===== config.mk =====
export PLATFORM = sky130hd
export DESIGN_NAME = ctrl_port_regs
export DESIGN_NICKNAME = d
export VERILOG_FILES = /design/src/rtl/ctrl_port_regs.sv
export SDC_FILE = /design/constraint.sdc
export NUM_CORES = 1
export LEC_CHECK = 0
export ABC_AREA = 1
export BUFFER_PORTS_ARGS = -buffer_cell sky130_fd_sc_hd__buf_4
export CAP_MARGIN = 5
export CORE_ASPECT_RATIO = 1.2
export CORE_MARGIN = 2
export CORE_UTILIZATION = 28
export DETAILED_ROUTE_END_ITERATION = 16
export GPL_TIMING_DRIVEN = 0
export HOLD_SLACK_MARGIN = 0.12
export PLACE_DENSITY = 0.77
export SETUP_SLACK_MARGIN = 0.1
export SYNTH_ARGS = -nofsm -noshare
export SYNTH_HDL_FRONTEND = slang
export SYNTH_SLANG_ARGS = --single-unit

===== constraint.sdc =====
create_clock -name clk -period 0.8 [get_ports clk]
set_input_delay 0.12 -clock clk [delete_from_list [all_inputs] [get_ports clk]]
set_output_delay 0.12 -clock clk [all_outputs]
set_load 0.005 [all_outputs]

===== src/rtl/ctrl_port_regs.sv =====
module ctrl_port_regs #(
  parameter int          ADDR_W   = 6,
  parameter int          DATA_W   = 32,
  parameter int          ID_INDEX = 63,
  parameter logic [31:0] ID_VALUE = 32'h0288_0000
) (
  input  logic              clk,
  input  logic              rst_n,
  input  logic              req_valid,
  input  logic              req_write,
  input  logic [ADDR_W-1:0] req_addr,
  input  logic [DATA_W-1:0] req_wdata,
  output logic              rsp_valid,
  output logic [DATA_W-1:0] rsp_rdata,
  output logic              hold_reset,
  output logic              erase_start,
  input  logic              erase_done,
  input  logic              prot_open
);

  localparam logic [ADDR_W-1:0] IX_HOLD  = ADDR_W'(0);
  localparam logic [ADDR_W-1:0] IX_ERASE = ADDR_W'(1);
  localparam logic [ADDR_W-1:0] IX_STAT  = ADDR_W'(2);
  localparam logic [ADDR_W-1:0] IX_PROT  = ADDR_W'(3);
  localparam logic [ADDR_W-1:0] IX_ID    = ADDR_W'(ID_INDEX);

  logic hold_q, busy_q, start_q;
  logic wr, rd, go;
  logic [DATA_W-1:0] rmux;

  assign wr = req_valid && req_write;
  assign rd = req_valid && !req_write;
  assign go = wr && (req_addr == IX_ERASE) && req_wdata[0] && !busy_q;

  always_comb begin
    rmux = '0;
    unique case (req_addr)
      IX_HOLD: rmux[0] = hold_q;
      IX_STAT: rmux[0] = busy_q;
      IX_PROT: rmux[0] = prot_open;
      IX_ID:   rmux = DATA_W'(ID_VALUE);
      default: rmux = '0;
    endcase
  end

  always_ff @(posedge clk) begin
    if (!rst_n) begin
      hold_q    <= 1'b0;
      busy_q    <= 1'b0;
      start_q   <= 1'b0;
      rsp_valid <= 1'b0;
      rsp_rdata <= '0;
    end else begin
      start_q   <= go;
      rsp_valid <= rd;
      if (rd) rsp_rdata <= rmux;
      if (wr && req_addr == IX_HOLD) hold_q <= req_wdata[0];
      if (go) busy_q <= 1'b1;
      else if (busy_q && erase_done) busy_q <= 1'b0;
    end
  end

  assign hold_reset  = hold_q;
  assign erase_start = start_q;

  AST_START_SINGLE: assert property (@(posedge clk) disable iff (!rst_n)
    erase_start |=> !erase_start);
  AST_START_MARKS_BUSY: assert property (@(posedge clk) disable iff (!rst_n)
    erase_start |-> busy_q);
  AST_BUSY_UNTIL_DONE: assert property (@(posedge clk) disable iff (!rst_n)
    busy_q && !erase_done |=> busy_q);
  AST_DONE_CLEARS: assert property (@(posedge clk) disable iff (!rst_n)
    busy_q && erase_done |=> !busy_q);
  AST_NO_START_WHILE_BUSY: assert property (@(posedge clk) disable iff (!rst_n)
    busy_q |=> !erase_start);
  AST_HOLD_ONLY_ON_WRITE: assert property (@(posedge clk) disable iff (!rst_n)
    !(wr && req_addr == IX_HOLD) |=> $stable(hold_reset));
  AST_NO_RSP_FOR_WRITE: assert property (@(posedge clk) disable iff (!rst_n)
    wr |=> !rsp_valid);

endmodule


==> results by group, run 1 <==
Setup path
  • Data arrival time of the critical path: 810 ps
  • Worst Path Required: between 600 and 700 ps
  • Reg-to-Reg Start: busy_q
  • Worst setup EP type: primary output
  • R2R Setup Slk: 100 ps
  • Critical path startpoint category: flip-flop
  • Crit path kind: flip-flop to primary output
  • CP Depth: 2
  • Crit. Startpoint: rsp_rdata[23]
  • Worst-path cell chain: buf_6 > buf_6
  • Cell family with the largest share of critical-path delay: flip-flops
  • Critical Path Max Stage Delay: roughly 350 ps
  • Max stage delay cell, worst path: dfxtp_4
  • Critical Path Sink: rsp_rdata[25]
  • RR Endpoint: busy_q
  • CP Max Fanout: 4
  • Cell mode on critical path: buf_6
  • CP Buf/Inv Count: 2
  • Worst-case reg-to-reg path depth: 3

Routing
  • DR vias: around 500
  • Drt pass-1 iters: 4
  • DR WL/cell: 7.50 um
  • Detail Route Antenna Nets: 0
  • Post-DR vias/cell: between 3 and 4
  • WL final: 1090 um
  • # DRC: 0
  • Detailed Route Iter0 Violations: 2

Cells and area
  • Layout cells sized above 1: 51.6%
  • Layout area overhead: 64.6%
  • Nets: ~170
  • Diode count: 0
  • Post-route cell area: around 870 um^2

STA
  • Final worst path period share: 116%
  • Count of pins over their slew limit: 0
  • Final hold slack: 119 ps
  • Clk_skew: 6.81 ps
  • Final setup vio count: 4
  • Final hold violations: 0
  • RSZ-0062 raised after global routing: true
  • Maximum clock rate: 1080 MHz
  • Tmin final: 930 ps
  • Setup TNS: -314 ps
  • Setup WS post-layout: -130 ps

Place
  • Dpl hpwl: 935 um
  • Placer Congestion: 0.699
  • Place WS: -57.9 ps
  • # port buffers: 19
  • Cell area after placement: 795 um^2

Synthesis
  • Library cells used by synthesis: 13
  • Synth warn: 0
  • Synthesized instance count: 77
  • Synth Area per Inst: 6.84 um^2
  • Seq/Total Area, Yosys: approximately 23%
  • Synth Register Bits: 6
  • Post-Syn Area: 527 um^2

Power
  • Psw: between 200 and 250 uW
  • Internal power: 620 uW
  • Power Density: 962 nW/um^2
  • Sw Ratio: 25.7%
  • Clock power share: 33.7%
  • Max VDD drop: 0.000429 V
  • Design Power: approximately 830 uW
  • Sequential Power Share: between 30% and 40%
  • Leakage: a little over 0.5 nW
  • Power share of the combinational group: 29.7%

Clock tree
  • Post-CTS Setup Bufs: 0
  • Clock-pin slew on the worst setup and hold paths: 50 ps
  • Root buffer cell: clkbuf_4
  • Clock latency on the worst-skew pair: 250 ps
  • Max Root-Sink Buffers: 2
  • CTS tree: built
  • CTS buffer count: 3
  • H-tree depth: 1
  • CTS Sinks: 6

Floorplan
  • Starting Density: approximately 29%
  • Die height: 51.5 um
  • Chip Width: 43.6 um
  • Die ar.: 2250 um^2
  • Core area: 1810 um^2
  • I/O pins: 79
  • Row cnt: 17

Outcome
  • Failing checks: negative setup slack
  • Status: finished with violations

GRT
  • Largest net degree at the start of global routing: 7
  • Grt total ovfl: 0
  • First-pass GRT wire length: roughly 1600 um
  • Initial antenna violation count: 0
  • All-Layer GR Usage: 9.86%
  • Vias in the first global route: 415

Hold path
  • Worst min path class: input pin to flip-flop

Flow run
  • Max-cap check violation count: 0
## what timing repair did
action,in CTS,in global routing
gates resized for setup,14,3
endpoints found under the setup margin,8,9
endpoints found under the hold margin,1,0
pin swaps,3,2
## worst reg2reg max path, stage by stage, from the launching register on
cell and delay, ps:
dfxtp_2 320, nor2_1 80, nand3_1 90, o21ai_1 140
## power by group through the flow
stage / logic (mW) / registers [mW] / clock network [mW]
2_1_floorplan: 0.162 / 0.313 / 0
3_3_place_gp: 0.231 / 0.313 / 0
3_5_place_dp: 0.235 / 0.313 / 0
4_1_cts: 0.241 / 0.305 / 0.285
5_1_grt: 0.272 / 0.305 / 0.312
6_report: 0.248 / 0.305 / 0.281
## stage by stage
step / util (%) / std cells
after floorplan: - / 104
after global placement: 43.9 / 142
after detailed placement: 43.9 / 142
after CTS: 47.5 / 145
after global routing: 48.0 / 145
final: 48.0 / 145
## cell families (layout without fill, tap and decap cells)
family          count (synthesis)  count (layout)  share of synthesized area (%)
compound gates                  5               5                           5.70
buf+inv                        37              59                           47.7
flops                           6               6                           22.8
other cells                     1              28                          0.712
simple gates                   28              28                           23.0
## cells in the final DEF (no fill, tap or decap), drive strengths merged
cell type / count
buf: 49
conb: 28
nor2: 11
nand2: 10
inv: 7
nand3: 7
dfxtp: 6
clkbuf: 3
a21oi: 2
o21ai: 2
o22ai: 1
## sequential cells by signal, summed over array words and instances, names as in the netlist
register     flops
erase_start      1
rsp_valid        1
hold_reset       1
busy_q           1
rsp_rdata        2
## metal layers
metal	vias up	GRT usage (%)	routed length [um]
li1	276	-	-
met1	198	7.86	356
met2	36	17.6	536
met3	5	3.82	156
met4	0	9.09	38
met5	-	0	0
## cell type report
cell class | count | area, um^2
clock buffer | 3 | 22.5
tap | 19 | 23.8
inverter | 7 | 26.3
timing repair buffer | 19 | 161
multi-input combinational | 61 | 272
sequential | 6 | 129
buffer | 30 | 233
fill | 178 | 941
## how the worst min path moves through the flow
stage                          start          to  cells past startpoint
after CTS                 erase_done      busy_q                      4
after global placement    erase_done      busy_q                      4
final                     erase_done      busy_q                      4
after detailed placement  erase_done      busy_q                      4
after global routing           rst_n  hold_reset                      3
after floorplan                rst_n   rsp_valid                      2
## cell usage after synthesis
| master | number | area share [%] |
|---|---|---|
| a21oi_2 | 1 | 1.7 |
| inv_1 | 7 | 5.0 |
| dfxtp_1 | 6 | 23 |
| nor2_1 | 8 | 5.7 |
| buf_4 | 30 | 43 |
| o22ai_1 | 1 | 1.2 |
| a21oi_1 | 1 | 0.95 |
| o21ai_0 | 1 | 0.95 |
| conb_1 | 1 | 0.71 |
| nand2_1 | 10 | 7.1 |
| o21ai_1 | 1 | 0.95 |
| nor2_2 | 3 | 3.6 |
| nand3_1 | 7 | 6.7 |
Note: power is estimated with default switching activity, not from simulation.
==> run 2: changes to the inputs <==
Settings changed: RECOVER_POWER set to 25.
==> run 2 against run 1 <==
  * Sequential share of layout area is essentially flat
  * Total power shrank 0.17%
  * Via count is the same
  * The flow still finishes with violations (negative setup slack)
  * Critical endpoint unchanged
  * Combinational power is essentially flat
  * Utilization shrank 0.14 points
  * Cell count is the same
  * Global-route usage is the same
==> results by group, run 2 (synthesis gave the netlist of run 1 again) <==
Floorplan
  • Core area: 1810 um^2 (unchanged)
  • Die ar.: 2250 um^2 (unchanged)
  • Row cnt: 17 (unchanged)
  • I/O pins: 79 (unchanged)
  • Starting Density: 29.1% (unchanged)
  • Chip Width: 43.6 um (unchanged)
  • Die height: 51.5 um (unchanged)

STA
  • Clk_skew: 6.81 ps (unchanged)
  • Count of pins over their slew limit: 0 (unchanged)
  • Maximum clock rate: 1080 MHz (unchanged)
  • Final worst path period share: 116% (unchanged)
  • Setup WS post-layout: -130 ps (unchanged)
  • Tmin final: 930 ps (unchanged)
  • Final setup vio count: 4 (unchanged)
  • Final hold violations: 0 (unchanged)
  • RSZ-0062 raised after global routing: true (unchanged)

Cells and area
  • Nets: 172 (unchanged)
  • Most flops, register: rsp_rdata (unchanged)
  • Diode count: 0 (unchanged)
  • Largest register FFs: 2 (unchanged)
  • Layout area overhead: 64.1% (was 64.6%)
  • Commonest non-fill, non-tap cell in the layout: buf_4 (unchanged)
  • Most frequent cells in the layout: buf_4, conb_1, nor2_1 (was buf_4, conb_1, nand2_1, nor2_1)
  • Layout cells sized above 1: 50.8% (was 51.6%)

GRT
  • First-pass GRT wire length: 1550 um (unchanged)
  • Vias in the first global route: 415 (unchanged)
  • Largest net degree at the start of global routing: 7 (unchanged)
  • Initial antenna violation count: 0 (unchanged)
  • All-Layer GR Usage: 9.86% (unchanged)
  • Grt total ovfl: 0 (unchanged)

Routing
  • WL final: 1090 um (about the same)
  • Detail Route Antenna Nets: 0 (unchanged)
  • DR WL/cell: 7.50 um (about the same)
  • Detailed Route Iter0 Violations: 2 (unchanged)
  • Drt pass-1 iters: 4 (unchanged)
  • Wire length on met2: 536 um (unchanged)
  • DR vias: 515 (unchanged)
  • Metal3 WL: 156 um (unchanged)
  • DR top layer: met4 (unchanged)
  • Post-DR vias/cell: 3.55 (unchanged)
  • # DRC: 0 (unchanged)
  • Wl on met1: 357 um (was 356 um)

Setup path
  • Max stage delay cell, worst path: dfxtp_4 (unchanged)
  • Cell mode on critical path: buf_6 (unchanged)
  • Critical path startpoint category: flip-flop (unchanged)
  • Crit path kind: flip-flop to primary output (unchanged)
  • CP Max Fanout: 4 (unchanged)
  • Critical Path Max Stage Delay: 350 ps (about the same)
  • Worst-path cell chain: buf_6 > buf_6 (unchanged)
  • Data arrival time of the critical path: 810 ps (about the same)
  • R2R Setup Slk: 100 ps (about the same)
  • Worst Path Required: 680 ps (about the same)
  • Worst setup EP type: primary output (unchanged)

Outcome
  • Failing checks: negative setup slack (unchanged)
  • Status: finished with violations (unchanged)

Flow run
  • Max-cap check violation count: 0 (unchanged)

Clock tree
  • CTS tree: built (unchanged)
  • H-tree depth: 1 (unchanged)
  • Clock-pin slew on the worst setup and hold paths: 50 ps (about the same)
  • Root buffer cell: clkbuf_4 (unchanged)
  • CTS Sinks: 6 (unchanged)
  • Clock latency on the worst-skew pair: 250 ps (about the same)
  • Max Root-Sink Buffers: 2 (unchanged)
  • CTS buffer count: 3 (unchanged)

Power
  • Psw: 214 uW (was 215 uW)
  • Power share of the combinational group: 29.6% (was 29.7%)
  • Leakage: 0.516 nW (about the same)
  • Max VDD drop: 0.000429 V (about the same)
  • Sw Ratio: 25.7% (about the same)
  • Clock power share: 33.7% (about the same)
  • Design Power: 833 uW (was 834 uW)
  • Internal power: 619 uW (was 620 uW)
  • Power Density: 964 nW/um^2 (was 962 nW/um^2)
  • Sequential Power Share: 36.7% (was 36.6%)

Place
  • # port buffers: 19 (unchanged)
  • Dpl hpwl: 935 um (unchanged)
  • Place WS: -57.9 ps (unchanged)
  • Placer Congestion: 0.699 (unchanged)

Hold path
  • Worst min path class: input pin to flip-flop (unchanged)
run 2: timing repair:
item | in CTS | in global routing
setup buffers | 0 | 0
gates cloned | 0 | 0
setup endpoints to repair | 8 | 9
pin swaps | 3 | 2
gates resized for setup | 14 | 3
hold endpoints to repair | 1 | 0
run 2: cell type report:
cell class              count  area, um^2
flip-flops and latches      6         129
inverters                   7        26.3
multi-input cells          61         269
repair buffers             19         161
clock buffers               3        22.5
plain buffers              30         233
well taps                  19        23.8
fillers                   179         943
run 2: path summary, 6_finish.rpt:
check / start / to / cells past startpoint
hold / removal: erase_done / busy_q / 4
setup / recovery: rsp_rdata[23] / rsp_rdata[25] / 2
setup reg to reg: busy_q / busy_q / 3
hold reg to reg: hold_reset / hold_reset / 2
run 2: critical path, delay by kind of cell, from the launching register on:
| kind | cells | cell delay, ps |
|---|---|---|
| buffers and inverters | 2 | 210 |
| flip-flops | 1 | 350 |
run 2: per-layer routing:
metal  GRT usage [%]  up-vias
met5               0        -
met4            9.09        0
met3            3.82        5
met2            17.6       36
met1            7.86      198
li1                -      276
run 2: power groups by stage:
stage	combinational (mW)	clock, mW	sequential (mW)
floorplan	0.162	0	0.313
global placement	0.231	0	0.313
detailed placement	0.235	0	0.313
CTS	0.241	0.285	0.305
global route	0.271	0.312	0.305
finish	0.247	0.281	0.305
run 2: through the flow:
stage	hold slack [ps]	utilization, %	setup TNS [ps]	instances	area (um^2)
6_report	119	47.8	-314	145	865
5_1_grt	131	47.8	-448	145	865
4_1_cts	117	47.5	-333	145	860
3_5_place_dp	378	43.9	-57.9	142	795
3_3_place_gp	372	43.9	-36.8	142	795
2_1_floorplan	237	-	0	104	628
